### src/rtl/irq_pkg.sv
package irq_pkg;
  localparam int unsigned NSRC     = 11;
  localparam int unsigned DATA_W   = 32;
  localparam int unsigned ADDR_W   = 4;
  localparam int unsigned NCAUSE   = 3;
  localparam logic [ADDR_W-1:0] OFS_PEND = 4'h0;
  localparam logic [ADDR_W-1:0] OFS_ENAB = 4'h4;

  typedef enum logic [1:0] {
    SEL_NONE = 2'd0,
    SEL_PEND = 2'd1,
    SEL_ENAB = 2'd2
  } reg_sel_e;
endpackage

### src/rtl/irq_edge_detect.sv
module irq_edge_detect #(
  parameter int unsigned N      = 11,
  parameter int unsigned STAGES = 2
) (
  input  logic         clk,
  input  logic         rst_n,
  input  logic [N-1:0] line_i,
  output logic [N-1:0] rise_o
);
  localparam int unsigned LAST = STAGES - 1;

  logic [STAGES-1:0][N-1:0] sync_q;
  logic [N-1:0]             prev_q;

  genvar g;
  generate
    for (g = 0; g < STAGES; g++) begin : g_stage
      if (g == 0) begin : g_first
        always_ff @(posedge clk or negedge rst_n) begin
          if (!rst_n) sync_q[g] <= '0;
          else        sync_q[g] <= line_i;
        end
      end else begin : g_next
        always_ff @(posedge clk or negedge rst_n) begin
          if (!rst_n) sync_q[g] <= '0;
          else        sync_q[g] <= sync_q[g-1];
        end
      end
    end
  endgenerate

  always_ff @(posedge clk or negedge rst_n) begin
    if (!rst_n) prev_q <= '0;
    else        prev_q <= sync_q[LAST];
  end

  assign rise_o = sync_q[LAST] & ~prev_q;
endmodule

### src/rtl/irq_regs.sv
module irq_regs #(
  parameter int unsigned N = 11
) (
  input  logic         clk,
  input  logic         rst_n,
  input  logic [N-1:0] rise_i,
  input  logic         ack_we_i,
  input  logic         enab_we_i,
  input  logic [N-1:0] wdata_i,
  output logic [N-1:0] pend_o,
  output logic [N-1:0] enab_o,
  output logic         irq_o
);
  logic [N-1:0] pend_q, enab_q, keep_mask;

  // acknowledge: zero clears, one keeps; new edges override
  assign keep_mask = ack_we_i ? wdata_i : {N{1'b1}};

  always_ff @(posedge clk or negedge rst_n) begin
    if (!rst_n) begin
      pend_q <= '0;
      enab_q <= '0;
    end else begin
      pend_q <= (pend_q & keep_mask) | rise_i;
      if (enab_we_i) enab_q <= wdata_i;
    end
  end

  assign pend_o = pend_q;
  assign enab_o = enab_q;
  assign irq_o  = |(pend_q & enab_q);
endmodule

### src/rtl/irq_cpu_gate.sv
module irq_cpu_gate #(
  parameter int unsigned NSW = 2
) (
  input  logic           clk,
  input  logic           rst_n,
  input  logic           hw_irq_i,
  input  logic           sw_we_i,
  input  logic [NSW-1:0] sw_wdata_i,
  input  logic [NSW:0]   im_i,
  input  logic           ie_i,
  output logic [NSW:0]   cause_o,
  output logic           take_o
);
  logic [NSW-1:0] sw_q;

  always_ff @(posedge clk or negedge rst_n) begin
    if (!rst_n)       sw_q <= '0;
    else if (sw_we_i) sw_q <= sw_wdata_i;
  end

  assign cause_o = {hw_irq_i, sw_q};
  assign take_o  = ie_i & (|(cause_o & im_i));
endmodule

### src/rtl/irq_ctrl_top.sv
module irq_ctrl_top
  import irq_pkg::*;
#(
  parameter int unsigned SYNC_STAGES = 2
) (
  input  logic              clk,
  input  logic              rst_n,
  input  logic [NSRC-1:0]   src_i,
  input  logic              req_valid,
  output logic              req_ready,
  input  logic              req_write,
  input  logic [ADDR_W-1:0] req_addr,
  input  logic [DATA_W-1:0] req_wdata,
  output logic              rsp_valid,
  input  logic              rsp_ready,
  output logic [DATA_W-1:0] rsp_rdata,
  output logic              irq_o,
  input  logic              sw_we_i,
  input  logic [1:0]        sw_wdata_i,
  input  logic [NCAUSE-1:0] im_i,
  input  logic              ie_i,
  output logic [NCAUSE-1:0] cause_o,
  output logic              take_int_o
);
  logic [NSRC-1:0]   rise_w, pend_q, enab_q;
  logic              req_fire, ack_we, enab_we;
  reg_sel_e          sel;
  logic [DATA_W-1:0] rd_mux;

  assign req_ready = !rsp_valid || rsp_ready;
  assign req_fire  = req_valid && req_ready;

  always_comb begin
    unique case (req_addr)
      OFS_PEND: sel = SEL_PEND;
      OFS_ENAB: sel = SEL_ENAB;
      default:  sel = SEL_NONE;
    endcase
  end

  assign ack_we  = req_fire && req_write && (sel == SEL_PEND);
  assign enab_we = req_fire && req_write && (sel == SEL_ENAB);

  irq_edge_detect #(.N(NSRC), .STAGES(SYNC_STAGES)) u_edge (
    .clk(clk), .rst_n(rst_n), .line_i(src_i), .rise_o(rise_w)
  );

  irq_regs #(.N(NSRC)) u_regs (
    .clk(clk), .rst_n(rst_n), .rise_i(rise_w),
    .ack_we_i(ack_we), .enab_we_i(enab_we),
    .wdata_i(req_wdata[NSRC-1:0]),
    .pend_o(pend_q), .enab_o(enab_q), .irq_o(irq_o)
  );

  irq_cpu_gate #(.NSW(NCAUSE-1)) u_gate (
    .clk(clk), .rst_n(rst_n), .hw_irq_i(irq_o),
    .sw_we_i(sw_we_i), .sw_wdata_i(sw_wdata_i),
    .im_i(im_i), .ie_i(ie_i),
    .cause_o(cause_o), .take_o(take_int_o)
  );

  always_comb begin
    rd_mux = '0;
    case (sel)
      SEL_PEND: rd_mux[NSRC-1:0] = pend_q;
      SEL_ENAB: rd_mux[NSRC-1:0] = enab_q;
      default:  rd_mux = '0;
    endcase
  end

  always_ff @(posedge clk or negedge rst_n) begin
    if (!rst_n) begin
      rsp_valid <= 1'b0;
      rsp_rdata <= '0;
    end else if (req_fire && !req_write) begin
      rsp_valid <= 1'b1;
      rsp_rdata <= rd_mux;
    end else if (rsp_ready) begin
      rsp_valid <= 1'b0;
    end
  end
endmodule

### config.mk
export PLATFORM = sky130hd
export DESIGN_NAME = irq_ctrl_top
export DESIGN_NICKNAME = d
export VERILOG_FILES = /design/src/rtl/irq_pkg.sv /design/src/rtl/irq_edge_detect.sv /design/src/rtl/irq_regs.sv /design/src/rtl/irq_cpu_gate.sv /design/src/rtl/irq_ctrl_top.sv
export SDC_FILE = /design/constraint.sdc
export NUM_CORES = 1
export LEC_CHECK = 0
export BUFFER_PORTS_ARGS = -buffer_cell sky130_fd_sc_hd__buf_2
export CORE_UTILIZATION = 45
export DETAILED_ROUTE_END_ITERATION = 6
export HOLD_SLACK_MARGIN = 0.02
export PLACE_DENSITY = 0.75
export SETUP_SLACK_MARGIN = 0.1
export SLEW_MARGIN = 20
export SYNTH_ARGS = -nofsm -noshare
export SYNTH_HDL_FRONTEND = slang
export SYNTH_HIERARCHICAL = 1
export SYNTH_SLANG_ARGS = --single-unit
export TNS_END_PERCENT = 30
### constraint.sdc
create_clock -name clk -period 1.3 [get_ports clk]
set_input_delay 0 -clock clk [delete_from_list [all_inputs] [get_ports clk]]
set_output_delay 0 -clock clk [all_outputs]
set_load 0.02 [all_outputs]
* Yosys cells after proc, flatten, opt, wreduce, memory -nomap -nowiden *
Index checks and enable logic that the tools add are counted.
W data, S select, Z words.

word-level totals
  register bits after elaboration = 69
  bits of input ports = 59
  output and inout port bits = 39
  word-level logic and storage cells = 35

cells by class
  equal/unequal tests = 3
  muxes and demuxes = 5
  bitwise gates (word level) = 7
  reduce and logical (&&, ||, !) cells = 12

operator list
  kind                  count
  $and A11 B11 Y11      3
  $pmux W11 S2          1
  $mux W11              1
  $not A11 Y11          1
  $or A11 B11 Y11       1
  $reduce_or A11 Y1     1
  $logic_and A1 B1 Y1   5
  $eq A4 B3 Y1 const B  1
  $logic_not A4 Y1      1
  $pmux W2 S2           1
  $and A3 B3 Y3         1
  $reduce_or A3 Y1      1
  $eq A2 B1 Y1 const B  1
  $eq A2 B2 Y1 const B  1
  $logic_not A1 Y1      2
  $mux W1               2
  $reduce_bool A2 Y1    1
  $and A1 B1 Y1         1
  $logic_or A1 B1 Y1    1

* Logic depth before layout (Yosys ltp) *
  word-level depth = 8
  gate-level depth with buffers = 8
  gate-level depth less buffers = 6

* By module *
Netlist, hierarchy kept.

by module, submodules not included
  module           instances  cells each  area each (sq um)  seq. area each (sq um)
  irq_edge_detect  1          44          977.2              825.8
  irq_regs         1          64          932.1              550.5
  irq_ctrl_top     1          87          923.4              300.3
  irq_cpu_gate     1          7           96.3               50.0

* Worst setup path before layout *
OpenSTA, ideal clock, no wires.

  path kind = reg-to-reg
  start = register rsp_valid
  end = register u_regs.enab_q[0] (netlist: u_regs/enab_o[0])
  arrival = 1.423 ns
  data required time = 1.175 ns
  slack = -0.248 ns
  stages on the path, launching flop included = 6
  clock period less this slack = 1.548 ns
  cells stage by stage = dfrtp_1 -> nor2b_4 -> inv_2 -> and4_1 -> buf_6 -> mux2_4

between the ends
  cells in the longest elaborated chain, start to end = 5

ends and longest elaborated chain
  item                              line                RTL
  start, declared                   irq_ctrl_top.sv:14  output logic rsp_valid,
  start signal, assigned            irq_ctrl_top.sv:73  rsp_valid <= 1'b0;
  start signal, assigned            irq_ctrl_top.sv:76  rsp_valid <= 1'b1;
  start signal, assigned            irq_ctrl_top.sv:79  rsp_valid <= 1'b0;
  $logic_not A1 Y1                  irq_ctrl_top.sv:30  assign req_ready = !rsp_valid || rsp_ready;
  $logic_or A1 B1 Y1                irq_ctrl_top.sv:30
  net req_ready                     irq_ctrl_top.sv:10  output logic req_ready,
  $logic_and A1 B1 Y1               irq_ctrl_top.sv:31  assign req_fire = req_valid && req_ready;
  $logic_and A1 B1 Y1 (2 in a row)  irq_ctrl_top.sv:42  assign enab_we = req_fire && req_write && (sel == SEL_ENAB);
  net enab_we                       irq_ctrl_top.sv:26  logic req_fire, ack_we, enab_we;
  end signal, assigned              irq_regs.sv:25      if (enab_we_i) enab_q <= wdata_i;
  end, declared                     irq_regs.sv:14      logic [N-1:0] pend_q, enab_q, keep_mask;

The timed path passes the listed nets, and every way through them passes these cells.
A chain may end at the register's enable or synchronous reset.

* Final worst setup path *
  start = register u_regs.enab_q[1] (netlist: u_regs/enab_o[1])
  end = output take_int_o

between the ends
  cells in the longest elaborated chain, start to end = 5

ends and longest elaborated chain
  item               line                RTL
  $and A11 B11 Y11   irq_regs.sv:31      assign irq_o = |(pend_q & enab_q);
  $reduce_or A11 Y1  irq_regs.sv:31
  $and A3 B3 Y3      irq_cpu_gate.sv:22  assign take_o = ie_i & (|(cause_o & im_i));
  $reduce_or A3 Y1   irq_cpu_gate.sv:22
  $and A1 B1 Y1      irq_cpu_gate.sv:22
  end, declared      irq_ctrl_top.sv:23  output logic take_int_o

Every way passes these cells.

==> summary.txt <==
fin crit period = 1.81 ns
Clk pwr share = 37.3%
Synth cell types = 27
FP Rows = 29
DPL Wire Length = 3.73 mm
number of top-level pins = 98
CTS sink cnt = 69
clock skew = 0.00822 ns
Fmax = 551 MHz
R2R setup slack = -0.11 ns
worst reg-to-reg path cell count = 5
worst-skew pair later-pin latency = 0.34 ns
Highest Signal Layer = met4
CTS Buf Count = 9
top post-synthesis cells by area = dfrtp_1, buf_4, nor2b_4
Worst Setup End Kind = output port
Routed met1 length = 2.57 mm
number of synthesized register bits = 69
Antenna Cells = 0
GRT Util Overall = 18.8%
Vias/cell = 4.94
period utilization = 139%
TNS Setup = -3.09 ns
critical path arrival = 1.81 ns
# DRC = 0
vias = 1982
Hold EP = rsp_valid$_DFFE_PN0P_
sequential share of the synthesized area = 58.9%
router iterations before antenna repair = 4
switching power = 1200 uW
vias in the first global route = 1873
Slew Viols, Final = 0
cell family with most CP delay = compound AO/OA/AOI/OAI gates
P per Cell Area = 1250 nW/um2
initial antenna violation count = 0
grt ovf = 0
Die Width = 82.7 um
Final Hold Viols = 0
Cells after Synth = 202
Longest Clk Path Bufs = 2
Detailed Route WL = 5.84 mm
WP data required = 1.30 ns
first-pass GRT wire length = 9.05 mm
status = complete, but fails checks
sequential share of power = 46.9%
yosys warns = 6
crit-path cells = a22oi_2, and4_1, nand2_2, a222oi_1, nor2b_1, buf_4
H-tree lvl count = 3
post-route ant nets = 0
Starting Density = 46.4%
Clock transition at path regs = 0.07 ns
RePlAce Congestion = 0.779
fin worst setup slack = -0.513 ns
Worst R2R Start = rsp_valid$_DFFE_PN0P_
Setup Crit Path Kind = flip-flop to output port
Max IR drop VDD = 836 uV
crit-path max cell delay = 0.39 ns
Final setup viols = 25
Area Growth Syn to Fin = 38.0%
area leader, netlist = dfrtp_1
hold path start = rsp_ready
Slowest-stage cell, CP = dfrtp_1
Buffers on Ports = 55
Comb power frac = 15.8%
failing checks = setup timing
worst reg2reg path endpoint = u_regs/enab_o[3]$_DFFE_PN0P_
met3 WL post-DR = 230 um
mean post-synth cell area = 14.5 um2
Worst setup SP type = flip-flop
HP Class = primary input to flip-flop
met2 WL = 2.88 mm
Root Buffer Master = clkbuf_8
Max Cap Viol = 0
Pleak = 0.00192 uW
initial drt markers = 183
CTS tree = yes
Post-Syn Area = 2930 um2
crit-path max FO = 2
Power Internal = 3840 uW
Net Sw Frac = 23.8%
Layout Nets = 381
WL per Instance = 14.6 um
hold path cells = 5
Yosys top cell area share = 58.9%
Worst Hold Margin = 0.0154 ns
CP Buf/Inv Count = 1
RSZ-0062 raised after global routing = yes
layout cell share with drive strength beyond 1 = 47.5%
core region area = 6310 um2
die area = 6840 um2
pin count of the biggest net entering global routing = 70
Die Y = 82.7 um
[worst register-to-register path, delay by kind of cell, from the launching register on]
family                 cells  cell delay [ns]
buffers and inverters      2             0.20
multiplexers               1             0.30
flip-flops                 1             0.40
AND/OR/NAND/NOR            2             0.40
[layer usage]
metal  GRT usage [%]  vias to the layer above
met2            28.4                       69
met1            24.2                      991
met5               0                        -
met3            3.96                       14
li1                -                      908
met4            12.9                        0
[cell usage in the layout, fill, tap and decap left out, types with 3 or more instances in the layout]
cell,count
dfrtp_1,68
nor2b_4,12
buf_6,4
mux2_4,11
buf_4,33
conb_1,21
buf_2,51
nand2b_1,9
clkbuf_8,10
o41ai_2,9
a21o_1,11
nand2b_4,3
a22oi_1,12
dlygate4sd3_1,26
a22oi_2,3
o21ai_1,9
[through the flow]
| step | setup slack, ns | instances | cell area (um2) | total power [uW] | util (%) |
|---|---|---|---|---|---|
| after floorplan | -0.187 | 222 | 3010 | 2800 | - |
| after global placement | -0.193 | 356 | 3420 | 3040 | 54.1 |
| after detailed placement | -0.211 | 356 | 3420 | 3060 | 54.1 |
| after CTS | -0.513 | 399 | 4010 | 5080 | 63.5 |
| after global routing | -0.654 | 401 | 4040 | 5250 | 64.0 |
| final | -0.513 | 401 | 4040 | 5030 | 64.0 |
[repair_timing]
item | CTS | global route
endpoints found under the setup margin | 30 | 36
endpoints found under the hold margin | 105 | 0
hold buffers | 26 | 0
setup buffers | 1 | 2
gates resized for setup | 20 | 5
pin swaps | 15 | 3
cloned | 1 | 0
[sequential cells by signal, indices dropped and copies added, names as in the netlist]
register       cells
u_gate/sw_q        2
rsp_rdata         11
u_regs/pend_o     11
u_edge/prev_q     11
u_regs/enab_o     11
rsp_valid          1
u_edge/sync_q     22
[power by group through the flow]
| stage | registers (uW) | clock network (uW) | logic, uW |
|---|---|---|---|
| 6_report | 2360 | 1880 | 794 |
| 3_5_place_dp | 2400 | 0 | 665 |
| 2_1_floorplan | 2410 | 0 | 391 |
| 4_1_cts | 2360 | 1940 | 773 |
| 5_1_grt | 2380 | 2020 | 859 |
| 3_3_place_gp | 2390 | 0 | 652 |
[layout make-up]
type,instances,area [um2]
multi-input cells,119,1100
fillers,477,2270
clock buffers,11,141
well taps,77,96.3
inverters,3,13.8
repair buffers,118,891
flip-flops and latches,69,1730
clock inverters,4,72.6
[cell families after synthesis]
kind of cell	share of synthesized area, %
adders and majority gates	0.854
other	0.128
buffers and inverters	8.63
AOI/OAI and AO/OA	14.8
and+or+nand+nor	10.3
muxes	6.28
DFF	58.9
[synth_stat cells]
cell	n
ha_1	2
a21o_1	11
o21ai_1	10
inv_2	1
nor4_1	1
nand2b_4	1
o41ai_2	9
buf_2	3
a22oi_1	15
buf_6	5
nor2b_4	12
inv_1	2
nand2b_1	11
o41ai_1	2
a222oi_1	2
mux2_2	2
conb_1	1
nor3_1	1
nor2b_1	1
mux2_4	10
and4_1	3
o21ai_0	1
dfrtp_1	69
clkbuf_2	1
nand2_1	3
mux2_1	1
buf_4	22
[how the worst max path moves through the flow]
stage / from / to / slack, ns / depth (start not counted)
floorplan: rsp_valid$_DFFE_PN0P_ / u_regs/enab_o[0]$_DFFE_PN0P_ / -0.19 / 5
CTS: u_regs/pend_o[1]$_DFF_PN0_ / take_int_o / -0.51 / 6
finish: u_regs/enab_o[1]$_DFFE_PN0P_ / take_int_o / -0.51 / 6
global placement: u_regs/enab_o[7]$_DFFE_PN0P_ / take_int_o / -0.19 / 6
global route: u_regs/enab_o[1]$_DFFE_PN0P_ / take_int_o / -0.65 / 6
detailed placement: u_regs/enab_o[1]$_DFFE_PN0P_ / take_int_o / -0.21 / 6
Power figures use the tool's default switching activity.
